### src/rtl/reasm_pkg.sv
package reasm_pkg;
    typedef enum logic [1:0] {
        FK_HEAD = 2'd0,
        FK_BODY = 2'd1,
        FK_TAIL = 2'd2,
        FK_HT   = 2'd3
    } flit_kind_e;
endpackage

### src/rtl/reasm_fifo.sv
module reasm_fifo #(
    parameter int WIDTH = 8,
    parameter int DEPTH = 4
) (
    input  logic             clk,
    input  logic             rst_n,
    input  logic             push,
    input  logic [WIDTH-1:0] wdata,
    input  logic             pop,
    output logic [WIDTH-1:0] rdata,
    output logic             empty,
    output logic             full
);
    localparam int AW = (DEPTH > 1) ? $clog2(DEPTH) : 1;
    localparam int CW = $clog2(DEPTH + 1);

    typedef struct packed {
        logic [AW-1:0] rd;
        logic [AW-1:0] wr;
        logic [CW-1:0] cnt;
    } ptr_t;

    ptr_t s_d, s_q;
    logic [WIDTH-1:0] mem_q [DEPTH];
    logic do_push, do_pop;

    function automatic logic [AW-1:0] bump(input logic [AW-1:0] p);
        return (int'(p) == DEPTH - 1) ? '0 : p + AW'(1);
    endfunction

    assign empty   = (s_q.cnt == '0);
    assign full    = (int'(s_q.cnt) == DEPTH);
    assign do_push = push && !full;
    assign do_pop  = pop && !empty;
    assign rdata   = mem_q[s_q.rd];

    always_comb begin
        s_d = s_q;
        if (do_push) s_d.wr = bump(s_q.wr);
        if (do_pop)  s_d.rd = bump(s_q.rd);
        case ({do_push, do_pop})
            2'b10:   s_d.cnt = s_q.cnt + CW'(1);
            2'b01:   s_d.cnt = s_q.cnt - CW'(1);
            default: s_d.cnt = s_q.cnt;
        endcase
    end

    always_ff @(posedge clk) begin
        if (!rst_n) s_q <= '0;
        else        s_q <= s_d;
    end

    always_ff @(posedge clk) begin
        if (do_push) mem_q[s_q.wr] <= wdata;
    end
endmodule

### src/rtl/reasm_core.sv
module reasm_core
    import reasm_pkg::*;
#(
    parameter int PAY_W     = 8,
    parameter int VC_W      = 2,
    parameter int MAX_FLITS = 4,
    parameter int VNET_ID   = 1,
    localparam int FLIT_W   = 2 + VC_W + PAY_W,
    localparam int PKT_W    = MAX_FLITS * PAY_W
) (
    input  logic              clk,
    input  logic              rst_n,
    input  logic              head_valid,
    input  logic [FLIT_W-1:0] head_flit,
    input  logic              pf_full,
    output logic              pop,
    output logic              push_pkt,
    output logic [PKT_W-1:0]  pkt_data,
    output logic              credit_o,
    output logic              err_o
);
    localparam int IDX_W = $clog2(MAX_FLITS + 1);

    typedef struct packed {
        logic [PKT_W-1:0] acc;
        logic [IDX_W-1:0] idx;
        logic             open;
        logic             credit;
        logic             err;
    } st_t;

    st_t s_d, s_q;

    flit_kind_e       kind;
    logic [VC_W-1:0]  vcid;
    logic [PAY_W-1:0] pay;
    logic [PKT_W-1:0] merged;
    logic [PKT_W-1:0] single;
    logic             bad_vc;
    logic             completes;
    logic             room;

    assign kind     = flit_kind_e'(head_flit[FLIT_W-1 -: 2]);
    assign vcid     = head_flit[PAY_W +: VC_W];
    assign pay      = head_flit[PAY_W-1:0];
    assign room     = int'(s_q.idx) < MAX_FLITS;
    assign single   = PKT_W'(pay);
    assign credit_o = s_q.credit;
    assign err_o    = s_q.err;

    always_comb begin
        merged = s_q.acc;
        if (room) merged[s_q.idx*PAY_W +: PAY_W] = pay;
    end

    always_comb begin
        s_d       = s_q;
        s_d.credit = 1'b0;
        s_d.err    = 1'b0;
        pop       = 1'b0;
        push_pkt  = 1'b0;
        pkt_data  = (kind == FK_HT) ? single : merged;
        bad_vc    = vcid != VC_W'(VNET_ID);
        completes = !bad_vc && (kind == FK_HT || (kind == FK_TAIL && s_q.open));
        if (head_valid && !(completes && pf_full)) begin
            pop        = 1'b1;
            s_d.credit = 1'b1;
            if (bad_vc) begin
                s_d.err = 1'b1;
            end else begin
                case (kind)
                    FK_HEAD: begin
                        s_d.acc  = single;
                        s_d.idx  = IDX_W'(1);
                        s_d.open = 1'b1;
                    end
                    FK_BODY: begin
                        if (s_q.open) begin
                            s_d.acc = merged;
                            if (room) s_d.idx = s_q.idx + IDX_W'(1);
                        end else begin
                            s_d.err = 1'b1;
                        end
                    end
                    FK_TAIL: begin
                        if (s_q.open) begin
                            push_pkt = 1'b1;
                            s_d.acc  = '0;
                            s_d.idx  = '0;
                            s_d.open = 1'b0;
                        end else begin
                            s_d.err = 1'b1;
                        end
                    end
                    default: begin
                        push_pkt = 1'b1;
                        s_d.acc  = '0;
                        s_d.idx  = '0;
                        s_d.open = 1'b0;
                    end
                endcase
            end
        end
    end

    always_ff @(posedge clk) begin
        if (!rst_n) s_q <= '0;
        else        s_q <= s_d;
    end
endmodule

### src/rtl/flit_packet_assembler.sv
module flit_packet_assembler #(
    parameter int PAY_W     = 8,
    parameter int VC_W      = 2,
    parameter int MAX_FLITS = 4,
    parameter int IN_DEPTH  = 4,
    parameter int PKT_DEPTH = 2,
    parameter int VNET_ID   = 1,
    localparam int FLIT_W   = 2 + VC_W + PAY_W,
    localparam int PKT_W    = MAX_FLITS * PAY_W
) (
    input  logic              clk,
    input  logic              rst_n,
    input  logic              flit_valid_i,
    input  logic [FLIT_W-1:0] flit_i,
    output logic              credit_o,
    output logic              pkt_valid_o,
    output logic [PKT_W-1:0]  pkt_o,
    input  logic              pkt_ready_i,
    output logic              err_o
);
    logic              in_empty, in_full, in_pop;
    logic [FLIT_W-1:0] in_head;
    logic              pf_empty, pf_full, pf_push;
    logic [PKT_W-1:0]  pf_wdata;

    reasm_fifo #(.WIDTH(FLIT_W), .DEPTH(IN_DEPTH)) u_in_buf (
        .clk(clk), .rst_n(rst_n),
        .push(flit_valid_i), .wdata(flit_i),
        .pop(in_pop), .rdata(in_head),
        .empty(in_empty), .full(in_full)
    );

    reasm_core #(
        .PAY_W(PAY_W), .VC_W(VC_W), .MAX_FLITS(MAX_FLITS), .VNET_ID(VNET_ID)
    ) u_core (
        .clk(clk), .rst_n(rst_n),
        .head_valid(!in_empty), .head_flit(in_head), .pf_full(pf_full),
        .pop(in_pop), .push_pkt(pf_push), .pkt_data(pf_wdata),
        .credit_o(credit_o), .err_o(err_o)
    );

    reasm_fifo #(.WIDTH(PKT_W), .DEPTH(PKT_DEPTH)) u_pkt_fifo (
        .clk(clk), .rst_n(rst_n),
        .push(pf_push), .wdata(pf_wdata),
        .pop(pkt_ready_i), .rdata(pkt_o),
        .empty(pf_empty), .full(pf_full)
    );

    assign pkt_valid_o = !pf_empty;

    logic unused_full;
    assign unused_full = in_full;
endmodule

### config.mk
export PLATFORM = sky130hd
export DESIGN_NAME = flit_packet_assembler
export DESIGN_NICKNAME = d
export VERILOG_FILES = /design/src/rtl/reasm_pkg.sv /design/src/rtl/reasm_fifo.sv /design/src/rtl/reasm_core.sv /design/src/rtl/flit_packet_assembler.sv
export SDC_FILE = /design/constraint.sdc
export NUM_CORES = 1
export LEC_CHECK = 0
export BUFFER_PORTS_ARGS = -buffer_cell sky130_fd_sc_hd__buf_2
export CORE_ASPECT_RATIO = 1.2
export CORE_MARGIN = 2
export CORE_UTILIZATION = 54
export CTS_CLUSTER_DIAMETER = 80
export DETAILED_ROUTE_END_ITERATION = 10
export PLACE_DENSITY = 0.83
export SLEW_MARGIN = 20
export SYNTH_ARGS = -nofsm -noshare
export SYNTH_HDL_FRONTEND = slang
export SYNTH_SLANG_ARGS = --single-unit
### constraint.sdc
create_clock -name clk -period 3.9 [get_ports clk]
set_input_delay 0.39 -clock clk [delete_from_list [all_inputs] [get_ports clk]]
set_output_delay 0.39 -clock clk [all_outputs]
set_load 0.005 [all_outputs]
==> impl_results.html <==
<table>
<tr><th>Metric</th><th>Value</th></tr>
<tr><th colspan="2">Timing</th></tr>
<tr><td>Clock period minus worst slack</td><td>3.341 ns</td></tr>
<tr><td>Clock skew after layout</td><td>0.009026 ns</td></tr>
<tr><td>Setup repair after global routing missed its margin</td><td>no</td></tr>
<tr><td>Final worst-path cycle share</td><td>85.67%</td></tr>
<tr><td>Max transition margin</td><td>32.96%</td></tr>
<tr><td>Pins over their slew limit</td><td>0</td></tr>
<tr><td>Maximum clock frequency</td><td>299.3 MHz</td></tr>
<tr><td>Final Hold Fails</td><td>0</td></tr>
<tr><td>Final setup viols</td><td>0</td></tr>
<tr><td>Total negative setup slack</td><td>0 ns</td></tr>
<tr><td>Least-Margin Pin Slew</td><td>1.003 ns</td></tr>
<tr><th colspan="2">Logic synthesis</th></tr>
<tr><td>Ranking of synthesized cells by area</td><td>edfxtp_1 46%, dfxtp_1 14%, mux2_2 6.2%</td></tr>
<tr><td>Fraction of the yosys area taken by sequential cells</td><td>60.76%</td></tr>
<tr><td>Post-synthesis instance area</td><td>0.007248 sq mm</td></tr>
<tr><td>Proportion of netlist area held by the largest area contributor</td><td>46.40%</td></tr>
<tr><td>Unique masters post-synth</td><td>55</td></tr>
<tr><td>Number of instances in the synthesized netlist</td><td>561</td></tr>
<tr><td>Synthesized net count</td><td>592</td></tr>
<tr><td>Post-synth EDFFs</td><td>112</td></tr>
<tr><td>Synth async-reset ratio</td><td>0%</td></tr>
<tr><td>Predominant post-synthesis flop cell</td><td>edfxtp_1</td></tr>
<tr><td>Synthesis-stage register bit count</td><td>164</td></tr>
<tr><td>Yosys warning count</td><td>0</td></tr>
<tr><td>Mapped Avg Cell Area</td><td>12.92 sq um</td></tr>
<tr><td>Leading area contributor after synthesis</td><td>edfxtp_1</td></tr>
<tr><th colspan="2">GRT</th></tr>
<tr><td>Antenna violations before repair</td><td>0</td></tr>
<tr><td>Number of global-route vias before repair</td><td>4709</td></tr>
<tr><td>All-Layer GR Usage</td><td>20.81%</td></tr>
<tr><td>Largest net degree at the start of global routing</td><td>39</td></tr>
<tr><td>Final global-route overflow total</td><td>0</td></tr>
<tr><td>First-pass GRT wire length</td><td>22550 microns</td></tr>
<tr><th colspan="2">Placement</th></tr>
<tr><td>Port Buffers</td><td>50</td></tr>
<tr><td>Post-detail-place hpwl</td><td>9056 microns</td></tr>
<tr><td>Placed inst area</td><td>0.007605 sq mm</td></tr>
<tr><td>Placer's final routability congestion estimate</td><td>0.8810</td></tr>
<tr><th colspan="2">Die</th></tr>
<tr><td>Number of placed I/O pins</td><td>51</td></tr>
<tr><td>Die height</td><td>130.9 microns</td></tr>
<tr><td>FP Rows</td><td>46</td></tr>
<tr><td>Standard cell core area</td><td>0.01318 sq mm</td></tr>
<tr><td>Die area</td><td>0.01437 sq mm</td></tr>
<tr><td>Width of the chip</td><td>109.8 microns</td></tr>
<tr><td>Starting density of the core</td><td>54.99%</td></tr>
<tr><th colspan="2">CTS</th></tr>
<tr><td>Latest clock arrival within the worst-skew pair</td><td>0.42 ns</td></tr>
<tr><td>Reg clk slew, reported paths</td><td>0.06 ns</td></tr>
<tr><td>CTS sink cnt</td><td>164</td></tr>
<tr><td>Clk root buf</td><td>clkbuf_16</td></tr>
<tr><td>Deepest clock path buffer count</td><td>2</td></tr>
<tr><td>Number of hold buffers added after cts</td><td>0</td></tr>
<tr><td>Post-CTS setup buffers</td><td>0</td></tr>
<tr><td>Clock tree from TritonCTS</td><td>built</td></tr>
<tr><td>Num CTS Buffers</td><td>17</td></tr>
<tr><td>Quantity of gates resized following cts</td><td>0</td></tr>
<tr><td>H-tree lvl count</td><td>4</td></tr>
<tr><th colspan="2">Drt</th></tr>
<tr><td>Detailed-router iteration count before antenna repair</td><td>8</td></tr>
<tr><td>Post-Route WL</td><td>14090 microns</td></tr>
<tr><td>Avg Vias per Cell</td><td>5.945</td></tr>
<tr><td>Remaining DRCs</td><td>0</td></tr>
<tr><td>Via count of the routed design</td><td>4667</td></tr>
<tr><td>Remaining antenna violation count</td><td>0</td></tr>
<tr><td>Wire length per cell</td><td>17.95 microns</td></tr>
<tr><td>Number of DRC violations after detailed-routing iteration 0</td><td>409</td></tr>
<tr><th colspan="2">Critical path</th></tr>
<tr><td>Data required time at the worst endpoint</td><td>4.21 ns</td></tr>
<tr><td>Critical path type</td><td>reg2reg</td></tr>
<tr><td>Maximum fanout along the worst path</td><td>22</td></tr>
<tr><td>Crit start category</td><td>flop</td></tr>
<tr><td>Capturing element type of the critical path</td><td>flop</td></tr>
<tr><td>Data arrival time of the critical path</td><td>3.65 ns</td></tr>
<tr><th colspan="2">Cells and area</th></tr>
<tr><td># diodes</td><td>0</td></tr>
<tr><td>Synthesis-to-finish area growth</td><td>12.69%</td></tr>
<tr><td>Nets@finish</td><td>635</td></tr>
<tr><td>Share of final-layout standard cells stronger than drive strength 1</td><td>24.80%</td></tr>
<tr><td>Final instance area</td><td>0.008168 sq mm</td></tr>
<tr><th colspan="2">Worst hold path</th></tr>
<tr><td>Min-Delay Path Class</td><td>in2reg</td></tr>
<tr><td>Hold_sp</td><td>flit_i[9]</td></tr>
<tr><th colspan="2">Power and ir drop</th></tr>
<tr><td>Total power density per cell area</td><td>676.0 mW/mm^2</td></tr>
<tr><td>Static power due to leakage</td><td>2.785 nW</td></tr>
<tr><td>Maximum ir drop on the vdd rail</td><td>0.3977 mV</td></tr>
<tr><th colspan="2">Job</th></tr>
<tr><td>Max-cap check violation count</td><td>0</td></tr>
<tr><th colspan="2">Run status</th></tr>
<tr><td>Outcome</td><td>finished, final reports clean</td></tr>
</table>
[cells by family (layout without fill, tap and decap cells)]
group	after synthesis	in the layout	synth area share [%]
fa+ha+maj	15	15	2.693
xor+xnor	5	5	0.6043
compound gates	105	105	10.86
flops	164	164	60.76
buf+inv	48	104	3.107
mux	58	58	10.88
simple gates	166	166	11.10
[worst max-delay path, stage by stage, from the launching register on]
cell and delay [ns]:
dfxtp_1 0.34, buf_4 0.24, mux4_1 0.66, ha_1 0.26
a21oi_2 0.29, o221a_2 0.41, nand2_1 0.51, o32ai_1 0.50
[worst paths after layout]
kind                                        endpoint  slack (ns)  cells after the start
worst max register to register        u_core.s_q[18]        0.56                      7
worst max-delay path                  u_core.s_q[18]        0.56                      7
worst min-delay path            u_in_buf.mem_q[0][9]        0.18                      1
worst min register to register        u_core.s_q[24]        0.47                      2
[layout by cell type, fill, tap and decap left out, drive strengths merged, types with 3 or more instances in the layout]
cell type,Yosys,layout
buf,19,59
ha,14,14
and2,10,10
nand2b,6,6
mux2,40,40
clkbuf,16,22
dfxtp,52,52
a311oi,8,8
a32o,3,3
clkinv,0,5
nor2,13,13
a21oi,36,36
and3,10,10
mux2i,6,6
a211oi,4,4
mux4,12,12
inv,13,14
or3,4,4
edfxtp,112,112
a21boi,9,9
nor2b,6,6
nand2,93,93
xnor2,3,3
o32ai,22,22
o21ai,13,13
nand3,15,15
[where the power goes]
part	total, W	internal (W)	switching (W)
clock	0.00159	0.000955	0.000633
sequential	0.00219	0.00210	0.0000940
combinational	0.00174	0.000672	0.00107
[sequential cells by signal, summed over array words and instances, names as in the netlist, named ones only]
name	cells
u_core.credit_o	1
u_core.err_o	1
u_core.s_q	36
u_in_buf.s_q	7
u_pkt_fifo.s_q	4
u_pkt_fifo.mem_q	64
u_in_buf.mem_q	48
[layer usage]
layer  vias up  GRT usage, %  wire [microns]
li1       2188             -               -
met1      2273         23.18            5323
met2       169         36.86            7437
met3        37         4.861             833
met4         0         10.87             499
met5         -             0               0
[Yosys cell counts, types with 3 or more instances]
master and count:
edfxtp_1 112, nand2_1 93, dfxtp_1 52, mux2_2 40, a21oi_1 34, o32ai_1 22, clkbuf_1 15, nand3_1 15
ha_1 14, inv_1 13, nor2_1 12, and2_1 10, and3_1 10, mux4_2 10, a21boi_0 8, a311oi_1 8
buf_2 8, o21ai_0 7, mux2i_1 6, nand2b_1 6, nor2b_1 6, o21ai_1 6, buf_1 5, or3_1 4
a32o_1 3, buf_4 3, buf_6 3, xnor2_1 3
[layout make-up]
type,count,area [sq um]
multi-input combinational,349,2624
sequential,164,4404
tap,168,210.2
fill,983,5012
clock inverter,10,108.9
timing repair buffer,59,317.8
inverter,13,48.80
clock buffer,22,454.2
[per-stage QoR]
step / setup WS [ns] / instances / util (%) / power, W / hold WS, ns
floorplan: 0.02620 / 561 / - / 0.003502 / 0.4486
global placement: 0.8256 / 753 / 57.70 / 0.003866 / 0.4569
detailed placement: 0.6580 / 753 / 57.70 / 0.003947 / 0.4654
CTS: 0.5442 / 785 / 61.97 / 0.005532 / 0.1694
global route: 0.4075 / 785 / 61.97 / 0.005773 / 0.1762
finish: 0.5587 / 785 / 61.97 / 0.005522 / 0.1775
(Power assumes the default switching activity.)
